--- src/rtl/lap_pkg.sv ---
package lap_pkg;
    localparam int ADDR_W    = 64;
    localparam int PAGE_BITS = 12;
    localparam int WIN_BITS  = 13;

    typedef enum logic [1:0] {
        ACC_LOAD  = 2'd0,
        ACC_STORE = 2'd1,
        ACC_FETCH = 2'd2
    } acc_kind_e;

    typedef enum logic [1:0] {
        SP_PRIMARY   = 2'd0,
        SP_ACCREG    = 2'd1,
        SP_SECONDARY = 2'd2,
        SP_HOME      = 2'd3
    } space_e;

    typedef struct packed {
        logic r;
        logic w;
        logic x;
    } perm_t;

    typedef struct packed {
        logic [ADDR_W-1:0] abs_addr;
        perm_t             perm;
        logic              inval;
        logic              fault;
        logic [ADDR_W-1:0] tec;
        logic              mode_err;
    } resp_t;

    localparam logic [ADDR_W-1:0] TEC_FETCH_BIT = 64'h800;
    localparam logic [ADDR_W-1:0] TEC_STORE_BIT = 64'h400;
    localparam logic [ADDR_W-1:0] TEC_LOW_BIT   = 64'h80;

    function automatic logic [ADDR_W-1:0] build_tec(
        input logic [ADDR_W-1:0] page,
        input logic              is_store,
        input logic [1:0]        space,
        input logic              low_fault
    );
        logic [ADDR_W-1:0] code;
        code = page | (is_store ? TEC_STORE_BIT : TEC_FETCH_BIT)
                    | {{(ADDR_W-2){1'b0}}, space};
        if (low_fault) code = code | TEC_LOW_BIT;
        return code;
    endfunction
endpackage

--- src/rtl/lap_check.sv ---
module lap_check
    import lap_pkg::*;
#(
    parameter int AW        = ADDR_W,
    parameter int PB        = PAGE_BITS,
    parameter int LOW_BYTES = 512
) (
    input  logic [AW-1:0] addr,
    input  logic [1:0]    kind,
    input  logic          lap_enable,
    input  logic          dat_on,
    input  logic [1:0]    space,
    input  logic          priv_p,
    input  logic          priv_s,
    input  logic          priv_h,
    output logic          write_inval,
    output logic          fault,
    output logic          mode_err
);
    localparam int LOW_W = $clog2(LOW_BYTES);

    function automatic logic in_low(input logic [AW-1:0] a);
        return (a[AW-1:PB+1] == '0) && (a[PB-1:LOW_W] == '0);
    endfunction

    logic [AW-1:0] page;
    logic          priv_sel;
    logic          lap_on;

    assign page = {addr[AW-1:PB], {PB{1'b0}}};

    always_comb begin
        case (space_e'(space))
            SP_PRIMARY:   priv_sel = priv_p;
            SP_SECONDARY: priv_sel = priv_s;
            SP_HOME:      priv_sel = priv_h;
            default:      priv_sel = 1'b1;
        endcase
    end

    assign mode_err    = dat_on && (space_e'(space) == SP_ACCREG);
    assign lap_on      = lap_enable && (!dat_on || (!mode_err && !priv_sel));
    assign write_inval = lap_on && in_low(page);
    assign fault       = write_inval && in_low(addr) && (acc_kind_e'(kind) == ACC_STORE);
endmodule

--- src/rtl/prefix_reloc.sv ---
module prefix_reloc
    import lap_pkg::*;
#(
    parameter int AW = ADDR_W,
    parameter int WB = WIN_BITS
) (
    input  logic [AW-1:0] real_addr,
    input  logic [AW-1:0] prefix,
    output logic [AW-1:0] abs_addr
);
    localparam logic [AW:0] WIN = (AW+1)'(1) << WB;
    localparam logic [AW-1:0] ALIGN_MASK = ~((AW)'(1) << WB) + (AW)'(1);

    logic [AW-1:0] pfx;
    logic [AW:0]   pfx_ext;
    logic [AW:0]   real_ext;
    logic          in_zero;
    logic          in_pfx;

    assign pfx      = prefix & ALIGN_MASK;
    assign pfx_ext  = {1'b0, pfx};
    assign real_ext = {1'b0, real_addr};
    assign in_zero  = real_ext < WIN;
    assign in_pfx   = (real_ext >= pfx_ext) && (real_ext < pfx_ext + WIN);

    always_comb begin
        if (in_zero)      abs_addr = real_addr + pfx;
        else if (in_pfx)  abs_addr = real_addr - pfx;
        else              abs_addr = real_addr;
    end
endmodule

--- src/rtl/lap_prefix_unit.sv ---
module lap_prefix_unit
    import lap_pkg::*;
(
    input  logic        clk,
    input  logic        rst,
    input  logic        req_valid,
    input  logic [63:0] req_addr,
    input  logic [1:0]  req_kind,
    input  logic        lap_enable,
    input  logic        dat_on,
    input  logic [1:0]  space_sel,
    input  logic        priv_primary,
    input  logic        priv_secondary,
    input  logic        priv_home,
    input  logic [63:0] prefix,
    output logic        rsp_valid,
    output logic [63:0] abs_addr,
    output logic        perm_read,
    output logic        perm_write,
    output logic        perm_exec,
    output logic        write_inval,
    output logic        prot_fault,
    output logic [63:0] tec,
    output logic        mode_err
);
    logic [ADDR_W-1:0] page;
    logic [ADDR_W-1:0] reloc;
    logic              c_inval, c_fault, c_mode;
    resp_t             nxt, cur;

    assign page = {req_addr[ADDR_W-1:PAGE_BITS], {PAGE_BITS{1'b0}}};

    lap_check #(.AW(ADDR_W), .PB(PAGE_BITS), .LOW_BYTES(512)) u_check (
        .addr(req_addr), .kind(req_kind), .lap_enable(lap_enable),
        .dat_on(dat_on), .space(space_sel), .priv_p(priv_primary),
        .priv_s(priv_secondary), .priv_h(priv_home),
        .write_inval(c_inval), .fault(c_fault), .mode_err(c_mode)
    );

    prefix_reloc #(.AW(ADDR_W), .WB(WIN_BITS)) u_reloc (
        .real_addr(page), .prefix(prefix), .abs_addr(reloc)
    );

    always_comb begin
        nxt.abs_addr = c_fault ? '0 : reloc;
        nxt.perm     = c_fault ? 3'b000 : 3'b111;
        nxt.inval    = c_inval;
        nxt.fault    = c_fault;
        nxt.tec      = build_tec(page, acc_kind_e'(req_kind) == ACC_STORE, space_sel, c_fault);
        nxt.mode_err = c_mode;
    end

    always_ff @(posedge clk) begin
        if (rst) begin
            cur       <= '0;
            rsp_valid <= 1'b0;
        end else begin
            rsp_valid <= req_valid;
            if (req_valid) cur <= nxt;
        end
    end

    assign abs_addr    = cur.abs_addr;
    assign perm_read   = cur.perm.r;
    assign perm_write  = cur.perm.w;
    assign perm_exec   = cur.perm.x;
    assign write_inval = cur.inval;
    assign prot_fault  = cur.fault;
    assign tec         = cur.tec;
    assign mode_err    = cur.mode_err;

    p_rsp_follows_req_r11: assert property (@(posedge clk) disable iff (rst)
        req_valid |=> rsp_valid);
    p_hold_when_idle_r11: assert property (@(posedge clk) disable iff (rst)
        !req_valid |=> ($stable(abs_addr) && $stable(tec) && $stable(prot_fault) && !rsp_valid));
    p_fault_code_r9: assert property (@(posedge clk) disable iff (rst)
        prot_fault |-> (tec[10] && tec[7] && !tec[11] && abs_addr == '0));
    p_fault_needs_inval_r7: assert property (@(posedge clk) disable iff (rst)
        prot_fault |-> write_inval);
    p_mode_no_prot_r13: assert property (@(posedge clk) disable iff (rst)
        mode_err |-> (!prot_fault && !write_inval));
    p_kind_bits_r8: assert property (@(posedge clk) disable iff (rst)
        rsp_valid |-> ($countones(tec[11:10]) == 1));
endmodule

--- config.mk ---
export PLATFORM = sky130hd
export DESIGN_NAME = lap_prefix_unit
export DESIGN_NICKNAME = d
export VERILOG_FILES = /design/src/rtl/lap_pkg.sv /design/src/rtl/lap_check.sv /design/src/rtl/prefix_reloc.sv /design/src/rtl/lap_prefix_unit.sv
export SDC_FILE = /design/constraint.sdc
export NUM_CORES = 1
export LEC_CHECK = 0
export ABC_AREA = 0
export BUFFER_PORTS_ARGS = -buffer_cell sky130_fd_sc_hd__buf_2
export CORE_MARGIN = 3
export CORE_UTILIZATION = 29
export CTS_CLUSTER_SIZE = 14
export DETAILED_ROUTE_END_ITERATION = 10
export GPL_ROUTABILITY_DRIVEN = 0
export HOLD_SLACK_MARGIN = 0.12
export PLACE_DENSITY = 0.58
export SLEW_MARGIN = 10
export SYNTH_ARGS = -nofsm -noshare
export SYNTH_HDL_FRONTEND = slang
export SYNTH_SLANG_ARGS = --single-unit
--- constraint.sdc ---
create_clock -name clk -period 7.8 [get_ports clk]
set_input_delay 0.78 -clock clk [delete_from_list [all_inputs] [get_ports clk]]
set_output_delay 0.78 -clock clk [all_outputs]
set_load 0.005 [all_outputs]
After elaboration in Yosys (flattened, before gate mapping) --
Index checks and enable logic that the tools add are counted.
Word-level totals: bits in registers 135, output and inout port bits 135
Cells by class: add/subtract/negate cells 3, $lt $le $gt $ge 3, equal/unequal tests 4, mux-type cells 7, bitwise logic cells 2, reductions and logical operators 15
Operator list (count):
- $mux W64 | 3
- $add A64 B14 Y65 const B | 1
- $lt A64 B65 Y1 | 1
- $add A64 B64 Y64 | 1
- $ge A64 B64 Y1 | 1
- $lt A64 B14 Y1 const B | 1
- $or A64 B12 Y64 | 1
- $or A64 B2 Y64 | 1
- $sub A64 B64 Y64 | 1
- $logic_not A51 Y1 | 1
- $mux W12 | 1
- $logic_and A1 B1 Y1 | 8
- $mux W8 | 1
- $eq A2 B1 Y1 const B | 2
- $eq A2 B2 Y1 const B | 2
- $logic_not A1 Y1 | 3
- $logic_not A3 Y1 | 1
- $mux W3 | 1
- $pmux W1 S3 | 1
- $logic_not A2 Y1 | 1
- $logic_or A1 B1 Y1 | 1

Depth between registers and ports, before layout --
Gate-level depths: netlist of run 1.
word-level depth 10, mapped depth 26

By module --
A second synthesis of run 1 with hierarchy kept.
Unflattened totals: cell total of the unflattened synthesis 1922, area total of the unflattened synthesis 14581.5 um^2
By module, submodules not included:
- prefix_reloc | instances 1, cells an instance 1403, area each 9365.2 um^2, sequential area each 0.0 um^2
- lap_prefix_unit | instances 1, cells an instance 492, area each 5024.8 um^2, sequential area each 2502.4 um^2
- lap_check | instances 1, cells an instance 27, area each 191.4 um^2, sequential area each 0.0 um^2

Worst setup path after synthesis of run 1 --
No wires, ideal clock.
kind input to register, start point input prefix[13], end point register cur, in the netlist abs_addr[37], library setup time 0.058 ns, arrival 5.231 ns, required time 7.742 ns, slack 2.511 ns, stages on the path 24, path buffers 2, cells stage by stage ha_1 -> nand3_1 -> nor3_1 -> and4_1 -> and2b_1 -> and2_1 -> nor2b_1 -> nand2_1 -> or2_2 -> nor4_1 -> xnor2_1 -> ha_1 -> nand3_1 -> or2_2 -> nor3_1 -> nand3_1 -> o211ai_1 -> a21o_1 -> buf_6 -> nor2_8 -> buf_8 -> a221o_1 -> a21oi_1 -> a21o_1
Between the ends: longest elaborated chain between the ends 6
Ends and longest elaborated chain:
- start: declaration | line lap_prefix_unit.sv:15 | input logic [63:0] prefix,
- $add A64 B14 Y65 | line prefix_reloc.sv:24 | assign in_pfx = (real_ext >= pfx_ext) && (real_ext < pfx_ext + WIN);
- $lt A64 B65 Y1 | line prefix_reloc.sv:24
- $logic_and A1 B1 Y1 | line prefix_reloc.sv:24
- $mux W64 | line prefix_reloc.sv:28 | else if (in_pfx) abs_addr = real_addr - pfx;
- $mux W64 * | line prefix_reloc.sv:27 | if (in_zero) abs_addr = real_addr + pfx;
- $mux W64 * | line lap_prefix_unit.sv:45 | nxt.abs_addr = c_fault ? '0 : reloc;
- end signal: assignment | line lap_prefix_unit.sv:59 | if (req_valid) cur <= nxt;
- end: declaration | line lap_prefix_unit.sv:29 | resp_t nxt, cur;
Mark *: on every way between the ends. The rest lies on a longest branch, timed or not. A chain may end at the register's enable or synchronous reset.

Worst setup path after layout of run 1 --
start point input prefix[14], end point register cur, in the netlist abs_addr[47]
The elaborated chain is that of the path after synthesis.

==> run_results.csv, run 1 <==
group,metric,value,unit
grt,grt_pass1_wl,79500,um
critical_path,cp_max_fo,6,
timing,rsz0062_at_grt,"no",
critical_path,crit_path_end_kind,"flip-flop",
clock_network,cts_tree,"done",
logic_synthesis,synthFlopType,"dfxtp_1",
placed_design,dp_hpwl,40000,um
min_path,hold_depth,2,
die,die_x,217,um
logic_synthesis,syn_area,12900,um^2
outcome,status,"finished clean",
flow_run,maxCapViolations,0,
final_layout,nNetsFinal,2227,
detailed_routing,routedWlPerCell,20.3,um
placed_design,dpl_worst_slack,0.840,ns
final_layout,stdcell_count,2532,
clock_network,clk-insertion-delay-late,0.48,ns
final_layout,fillers,4754,
clock_network,post_cts_resized,0,
logic_synthesis,synth_cell_types,92,
critical_path,r2r-start,"abs_addr[62]$_SDFFE_PP0P_",
timing,post-route-period-util,83.6,%
critical_path,timing.rr.end,"abs_addr[62]$_SDFFE_PP0P_",
clock_network,htree_levels,4,
logic_synthesis,avgSynthCellArea,7.38,um^2
detailed_routing,first_iter_violations,1476,
die,num_rows,76,
detailed_routing,routed_wl,51400,um
detailed_routing,drtAntennaViolNets,0,
clock_network,clkTransAtPathRegs,0.06,ns
timing,skew,0,ns
die,die_y,217,um
clock_network,cts_root_buf,"clkbuf_16",
logic_synthesis,synth_area_leaders,"dfxtp_1 18%, ha_1 15%, a21oi_1 7.1%, mux2i_1 4.7%, nor2_1 4.7%",
placed_design,port_buffers,233,
min_path,holdPathEnd,"abs_addr[54]$_SDFFE_PP0P_",
critical_path,cp.required,8.17,ns
critical_path,rrSetupSlack,6.86,ns
clock_network,post_cts_buffers,0,
final_layout,fin_area,15200,um^2
placed_design,placed_area,14600,um^2
power_and_ir_drop,ir_drop,0.000135,V
critical_path,r2r_cells,4,
logic_synthesis,ys_warn_count,0,
logic_synthesis,yosysTopAreaCellShare,17.5,%
timing,maxSlewViolCount,0,
clock_network,numCtsBuffers,17,
timing,finalSetupViolCount,0,
die,coreArea,43600,um^2
power_and_ir_drop,powerDensity,158,nW/um^2
timing,setup_tns,0,ns
detailed_routing,drtPass1Iterations,6,
power_and_ir_drop,power.leakage,6.89,nW
timing,hold_ws,0.433,ns
detailed_routing,routed_via_density,5.57,
timing,timing.fmax,0.153,GHz
logic_synthesis,synth_edf_count,0,
detailed_routing,vias,14100,
grt,met2_usage,36.2,%
timing,hold_viol,0,
grt,met3_usage,4.68,%
min_path,hold_class,"flip-flop to flip-flop",
logic_synthesis,async_flop_share,0,%
timing,min_period,6.52,ns
logic_synthesis,synth_cells,1749,
grt,met1_usage,27.6,%
detailed_routing,drc,0,
die,die_area,47100,um^2
grt,grt_antenna_before_repair,2,
grt,grt_busiest_layer,"met2",
placed_design,dp_cells,2498,
critical_path,crit_type,"input port to flip-flop",
logic_synthesis,ys_seq_area_share,17.5,%
timing,tightestPinTransition,1.13,ns
critical_path,worst_setup_path_start_kind,"input port",
final_layout,area_delta_synth_final,17.5,%
clock_network,cts_sinks,113,
final_layout,drive_gt1_share,16.7,%
logic_synthesis,yosysTopAreaCell,"dfxtp_1",
timing,slew_headroom,24.8,%
grt,grt_max_degree,65,
grt,grt_use_total,21.5,%
logic_synthesis,ys_ff_latch,113,
timing,worst_slack,1.28,ns
grt,grt_overflow_total,0,
grt,grt_pass1_vias,13800,
clock_network,clockBufferDepth,2,
critical_path,cp.arrival,6.89,ns
min_path,hold_start,"abs_addr[54]$_SDFFE_PP0P_",
clock_network,holdBufCountCts,0,
die,pin_count,275,
die,initial_core_util,29.6,%
==> cells by family after synthesis <==
logic type               count (synthesis)  synth area share (%)
buffers and inverters                  231                  8.12
other                                    1                0.0290
flip-flops                             113                  17.5
AO/OA/AOI/OAI                          573                  28.7
adder cells (fa/ha/maj)                155                  15.1
multiplexers                            62                  4.82
AND/OR/NAND/NOR                        542                  20.8
XOR/XNOR                                72                  4.88
==> synth_stat cells (all sizes together) (18+ instances only) <==
cell type,n
nor4,30
nand3,43
nor2,163
xnor2,69
a21o,50
o21ai,130
ha,153
dfxtp,113
o31ai,26
buf,65
o21bai,22
clkbuf,52
inv,113
mux2i,61
nor2b,18
a21oi,184
nand2,123
nor3,52
nand4,48
==> layer usage <==
metal / vias up / part of all wire (%)
li1: 6732 / -
met1: 6684 / 43
met3: 94 / 6.8
met4: 2 / 2.4
met2: 586 / 47
met5: - / 0.033
==> power breakdown <==
part / internal, W / switching [W]
Combinational: 0.000332 / 0.000558
Sequential: 0.000620 / 0.0000214
Clock: 0.000514 / 0.000347
Total: 0.00147 / 0.000927
==> how the worst max path moves through the flow <==
stage / start / to / slack [ns] / cells after the start
5_1_grt: prefix[14] / abs_addr[47]$_SDFFE_PP0P_ / 0.87 / 28
6_report: prefix[14] / abs_addr[47]$_SDFFE_PP0P_ / 1.28 / 28
4_1_cts: prefix[14] / abs_addr[47]$_SDFFE_PP0P_ / 1.35 / 28
2_1_floorplan: prefix[13] / abs_addr[37]$_SDFFE_PP0P_ / 2.51 / 24
3_5_place_dp: prefix[14] / abs_addr[47]$_SDFFE_PP0P_ / 0.84 / 28
3_3_place_gp: prefix[14] / abs_addr[47]$_SDFFE_PP0P_ / 0.90 / 28
==> critical path: stages <==
cell      delay (ns)
buf_2           0.16
ha_1            0.21
nand3_1         0.21
nor3_1          0.23
buf_4           0.19
and4_1          0.30
and2b_1         0.25
and2_1          0.24
nor2b_1         0.32
nand2_1         0.18
or2_2           0.35
nor4_1          0.28
xnor2_1         0.11
ha_1            0.28
nand3_1         0.08
or2_2           0.35
nor3_1          0.34
buf_4           0.21
nand3_1         0.15
o211ai_1        0.24
buf_4           0.16
a21o_1          0.31
nand2_2         0.10
buf_4           0.19
buf_4           0.16
o21ai_0         0.22
a21oi_1         0.09
a21o_1          0.16
==> area by class of cell <==
class | count | area (um^2) | area share (%)
repair buffers | 263 | 1440 | 9.52
flip-flops and latches | 113 | 2260 | 14.9
multi-input cells | 1423 | 9680 | 63.8
well taps | 585 | 732 | 4.82
clock buffers | 18 | 439 | 2.89
inverters | 114 | 428 | 2.82
diodes | 2 | 5.00 | 0.0330
clock inverters | 14 | 176 | 1.16
==> metrics by stage <==
stage               util [%]  total power, W
floorplan                  -         0.00122
global placement        33.4         0.00152
detailed placement      33.4         0.00153
CTS                     34.8         0.00243
global route            34.8         0.00254
finish                  34.8         0.00239
==> registers in the layout, summed over array words and instances, names as in the netlist <==
register     flops
tec             57
rsp_valid        1
mode_err         1
write_inval      1
abs_addr        52
perm_read        1
==> layout by cell type (no fill, tap or decap), drive strengths merged, types with 6 or more instances in the layout <==
master / netlist / routed
nor4: 30 / 30
nor2b: 18 / 18
nand3: 43 / 43
o21a: 8 / 8
o21bai: 22 / 22
or4: 9 / 9
ha: 153 / 153
o31ai: 26 / 26
or2: 6 / 6
nand4: 48 / 48
and3: 12 / 12
inv: 113 / 118
nor2: 163 / 163
a21o: 50 / 50
a211oi: 11 / 11
o221ai: 17 / 17
nand2b: 13 / 13
o22a: 9 / 9
clkbuf: 52 / 18
conb: 1 / 19
mux2i: 61 / 61
a221o: 6 / 6
a31oi: 11 / 11
o211ai: 15 / 15
a21boi: 8 / 8
a21oi: 184 / 184
o21ai: 130 / 130
nor3: 52 / 52
xnor2: 69 / 69
buf: 65 / 263
a221oi: 16 / 16
nand2: 123 / 123
o22ai: 9 / 9
dfxtp: 113 / 113
or3: 8 / 8
(Power assumes the default switching activity.)
==> inputs of run 2 (changes only) <==
--- a/config.mk
+++ b/config.mk
@@ -5,7 +5,7 @@
 export SDC_FILE = /design/constraint.sdc
 export NUM_CORES = 1
 export LEC_CHECK = 0
-export ABC_AREA = 0
+export ABC_AREA = 1
 export BUFFER_PORTS_ARGS = -buffer_cell sky130_fd_sc_hd__buf_2
 export CORE_MARGIN = 3
 export CORE_UTILIZATION = 29
@@ -13,7 +13,7 @@
 export DETAILED_ROUTE_END_ITERATION = 10
 export GPL_ROUTABILITY_DRIVEN = 0
 export HOLD_SLACK_MARGIN = 0.12
-export PLACE_DENSITY = 0.58
+export PLACE_DENSITY = 0.57
 export SLEW_MARGIN = 10
 export SYNTH_ARGS = -nofsm -noshare
 export SYNTH_HDL_FRONTEND = slang
==> constraint.sdc (replaced) <==
create_clock -name clk -period 6.4 [get_ports clk]
set_input_delay 0.64 -clock clk [delete_from_list [all_inputs] [get_ports clk]]
set_output_delay 0.64 -clock clk [all_outputs]
set_load 0.005 [all_outputs]
==> run 2 against run 1 <==
Net effect: clock-buffer cell count grew 4; clock skew is the same; highest routed layer unchanged; critical path type unchanged; critical path depth shrank 6.
==> run_results.csv, run 2 <==
group,metric,value,unit
critical_path,path_common_cell,"nand3_1",
critical_path,rrSetupSlack,5.68,ns
power_and_ir_drop,power.leakage,9.56,nW
grt,grt_pass1_wl,104000,um
min_path,hold_class,"flip-flop to flip-flop",
grt,grt_overflow_total,0,
logic_synthesis,ys_seq_area_share,14.2,%
clock_network,cts_root_buf,"clkbuf_16",
timing,post-route-period-util,76.4,%
clock_network,numCtsBuffers,17,
critical_path,r2r_cells,2,
critical_path,cp_slowest_cell,"inv_2",
grt,grt_pass1_vias,17400,
power_and_ir_drop,p_sw,0.00126,W
final_layout,layout_common_cells,"799 x nand2_1, 446 x inv_1, 312 x nor2_1",
power_and_ir_drop,intPower,0.00174,W
power_and_ir_drop,p_seq_share,26.3,%
grt,grt_use_total,23.7,%
clock_network,post_cts_resized,0,
logic_synthesis,ys_ff_latch,113,
logic_synthesis,synth_edf_count,0,
critical_path,max_stage_delay,0.43,ns
final_layout,largest_reg_flops,57,
critical_path,cp_cell_sequence,"buf_2 > ha_1 > nand3_1 > nor2_1 > nand3_2 > nor4_1 > nand3_1 > nor2_1 > nand3_1 > xor2_1 > ha_1 > and3_1 > nor3b_1 > nand3_1 > nor2_1 > nor2_4 > nand3_4 > nand2_2 > inv_2 > nand2_1 > nand3b_1 > a21oi_1",
timing,rsz0062_at_grt,"no",
logic_synthesis,yosysTopAreaCell,"nand2_1",
placed_design,placed_area,17500,um^2
timing,maxSlewViolCount,0,
timing,hold_viol,0,
critical_path,worst_setup_path_start_kind,"input port",
detailed_routing,routedWlPerCell,18.9,um
die,die_x,240,um
placed_design,dp_hpwl,60300,um
clock_network,cts_sinks,113,
timing,setup_tns,0,ns
timing,min_period,4.89,ns
logic_synthesis,ys_warn_count,0,
die,die_area,57700,um^2
final_layout,regArea,2260,um^2
min_path,hold_depth,2,
logic_synthesis,synth_area_leaders,"nand2_1 19%, dfxtp_1 14%, ha_1 12%, inv_1 11%, a21oi_1 8.5%",
detailed_routing,vias,18700,
power_and_ir_drop,power_frac_clock,31.0,%
final_layout,drive_gt1_share,10.8,%
grt,grt_antenna_before_repair,14,
detailed_routing,drtPass1Iterations,8,
min_path,hold_start,"abs_addr[57]$_SDFFE_PP0P_",
placed_design,port_buffers,233,
detailed_routing,routed_wl,70100,um
detailed_routing,routed_via_density,5.04,
die,initial_core_util,29.4,%
critical_path,cp_max_fo,32,
critical_path,crit_path_end_kind,"flip-flop",
logic_synthesis,synth_common_cells,"799 x nand2_1, 446 x inv_1, 312 x nor2_1, 270 x a21oi_1, 159 x nand3_1",
timing,slew_headroom,47.2,%
logic_synthesis,syn_area,15900,um^2
power_and_ir_drop,swShare,42.0,%
timing,tightestPinTransition,0.784,ns
critical_path,cp.required,6.65,ns
critical_path,r2r-start,"tec[24]$_SDFFE_PP0P_",
outcome,status,"finished clean",
die,coreArea,54000,um^2
power_and_ir_drop,ir_drop,0.000126,V
critical_path,timing.rr.end,"tec[24]$_SDFFE_PP0P_",
timing,timing.fmax,0.205,GHz
min_path,holdPathEnd,"abs_addr[57]$_SDFFE_PP0P_",
logic_synthesis,post-synth-top-count-cell,"nand2_1",
grt,grt_max_degree,78,
clock_network,clk-insertion-delay-late,0.41,ns
final_layout,fin_area,18000,um^2
flow_run,maxCapViolations,0,
logic_synthesis,yosysTopAreaCellShare,18.9,%
final_layout,multiInputGateArea,11400,um^2
timing,skew,0,ns
clock_network,post_cts_buffers,0,
logic_synthesis,async_flop_share,0,%
detailed_routing,drtAntennaViolNets,0,
placed_design,dp_cells,3670,
power_and_ir_drop,p_comb_share,42.8,%
final_layout,final_common_cell,"nand2_1",
critical_path,crit_type,"input port to flip-flop",
logic_synthesis,synth_cell_types,46,
clock_network,clockBufferDepth,2,
final_layout,area_delta_synth_final,13.4,%
clock_network,clkTransAtPathRegs,0.05,ns
die,die_y,240,um
logic_synthesis,synth_cells,2823,
critical_path,cp.arrival,5.14,ns
timing,finalSetupViolCount,0,
final_layout,fillers,6292,
final_layout,nNetsFinal,3288,
clock_network,cts_tree,"done",
detailed_routing,first_iter_violations,1796,
final_layout,stdcell_count,3707,
clock_network,htree_levels,4,
logic_synthesis,synthFlopType,"dfxtp_1",
logic_synthesis,avgSynthCellArea,5.63,um^2
clock_network,holdBufCountCts,0,
die,num_rows,85,
detailed_routing,drc,0,
die,pin_count,275,
power_and_ir_drop,powerDensity,166,nW/um^2
[run 2: worst max path at each step]
stage / from / end / slack (ns) / cells after the start
floorplan: prefix[13] / abs_addr[55]$_SDFFE_PP0P_ / 2.68 / 24
global placement: prefix[14] / abs_addr[37]$_SDFFE_PP0P_ / 1.09 / 22
detailed placement: prefix[14] / abs_addr[37]$_SDFFE_PP0P_ / 1.04 / 22
CTS: prefix[14] / abs_addr[37]$_SDFFE_PP0P_ / 1.45 / 22
global route: prefix[22] / abs_addr[42]$_SDFFE_PP0P_ / 1.07 / 22
finish: prefix[14] / abs_addr[39]$_SDFFE_PP0P_ / 1.51 / 22
[run 2: cells by family after synthesis]
logic type	count (synthesis)	synth area share [%]
adders and majority gates	155	12.3
buffers and inverters	560	14.6
xor gates and xnor gates	85	4.68
DFF	113	14.2
other	1	0.0236
AOI/OAI and AO/OA	459	15.0
and+or+nand+nor	1450	39.2
[run 2: power by group through the flow]
stage | clock network, W | registers (W) | logic (W)
floorplan | 0 | 0.000803 | 0.000808
global placement | 0 | 0.000799 | 0.00125
detailed placement | 0 | 0.000801 | 0.00125
CTS | 0.000949 | 0.000787 | 0.00125
global route | 0.000977 | 0.000793 | 0.00142
finish | 0.000928 | 0.000787 | 0.00128
[run 2: layout make-up]
cell class,instances,area share (%)
Antenna cell,5,0.0694
Clock buffer,22,2.57
Clock inverter,10,0.610
Inverter,450,9.36
Multi-Input combinational cell,2168,63.1
Sequential cell,113,12.5
Tap cell,696,4.83
Timing Repair Buffer,243,6.90
[run 2: worst max-delay path: cells and delay by family]
kind | cells | cell delay (ns)
XOR/XNOR | 1 | 0.16
AO/OA/AOI/OAI | 1 | 0.08
buffers and inverters | 2 | 0.58
adder cells (fa/ha/maj) | 2 | 0.54
AND/OR/NAND/NOR | 16 | 3.09
[run 2: through the flow]
stage	hold slack, ns	util (%)	power (W)	setup WS [ns]
2_1_floorplan	0.458	-	0.00161	2.68
3_3_place_gp	0.451	32.3	0.00204	1.09
3_5_place_dp	0.453	32.3	0.00205	1.04
4_1_cts	0.461	33.4	0.00299	1.45
5_1_grt	0.483	33.4	0.00319	1.07
6_report	0.459	33.4	0.00300	1.51
[run 2: routing by layer]
metal	vias up	global-route usage, %	part of all wire, %
met5	-	0	0.17
met4	18	9.65	4.0
met3	158	3.66	8.5
met2	803	35.9	42
met1	8451	33.4	46
li1	9271	-	-
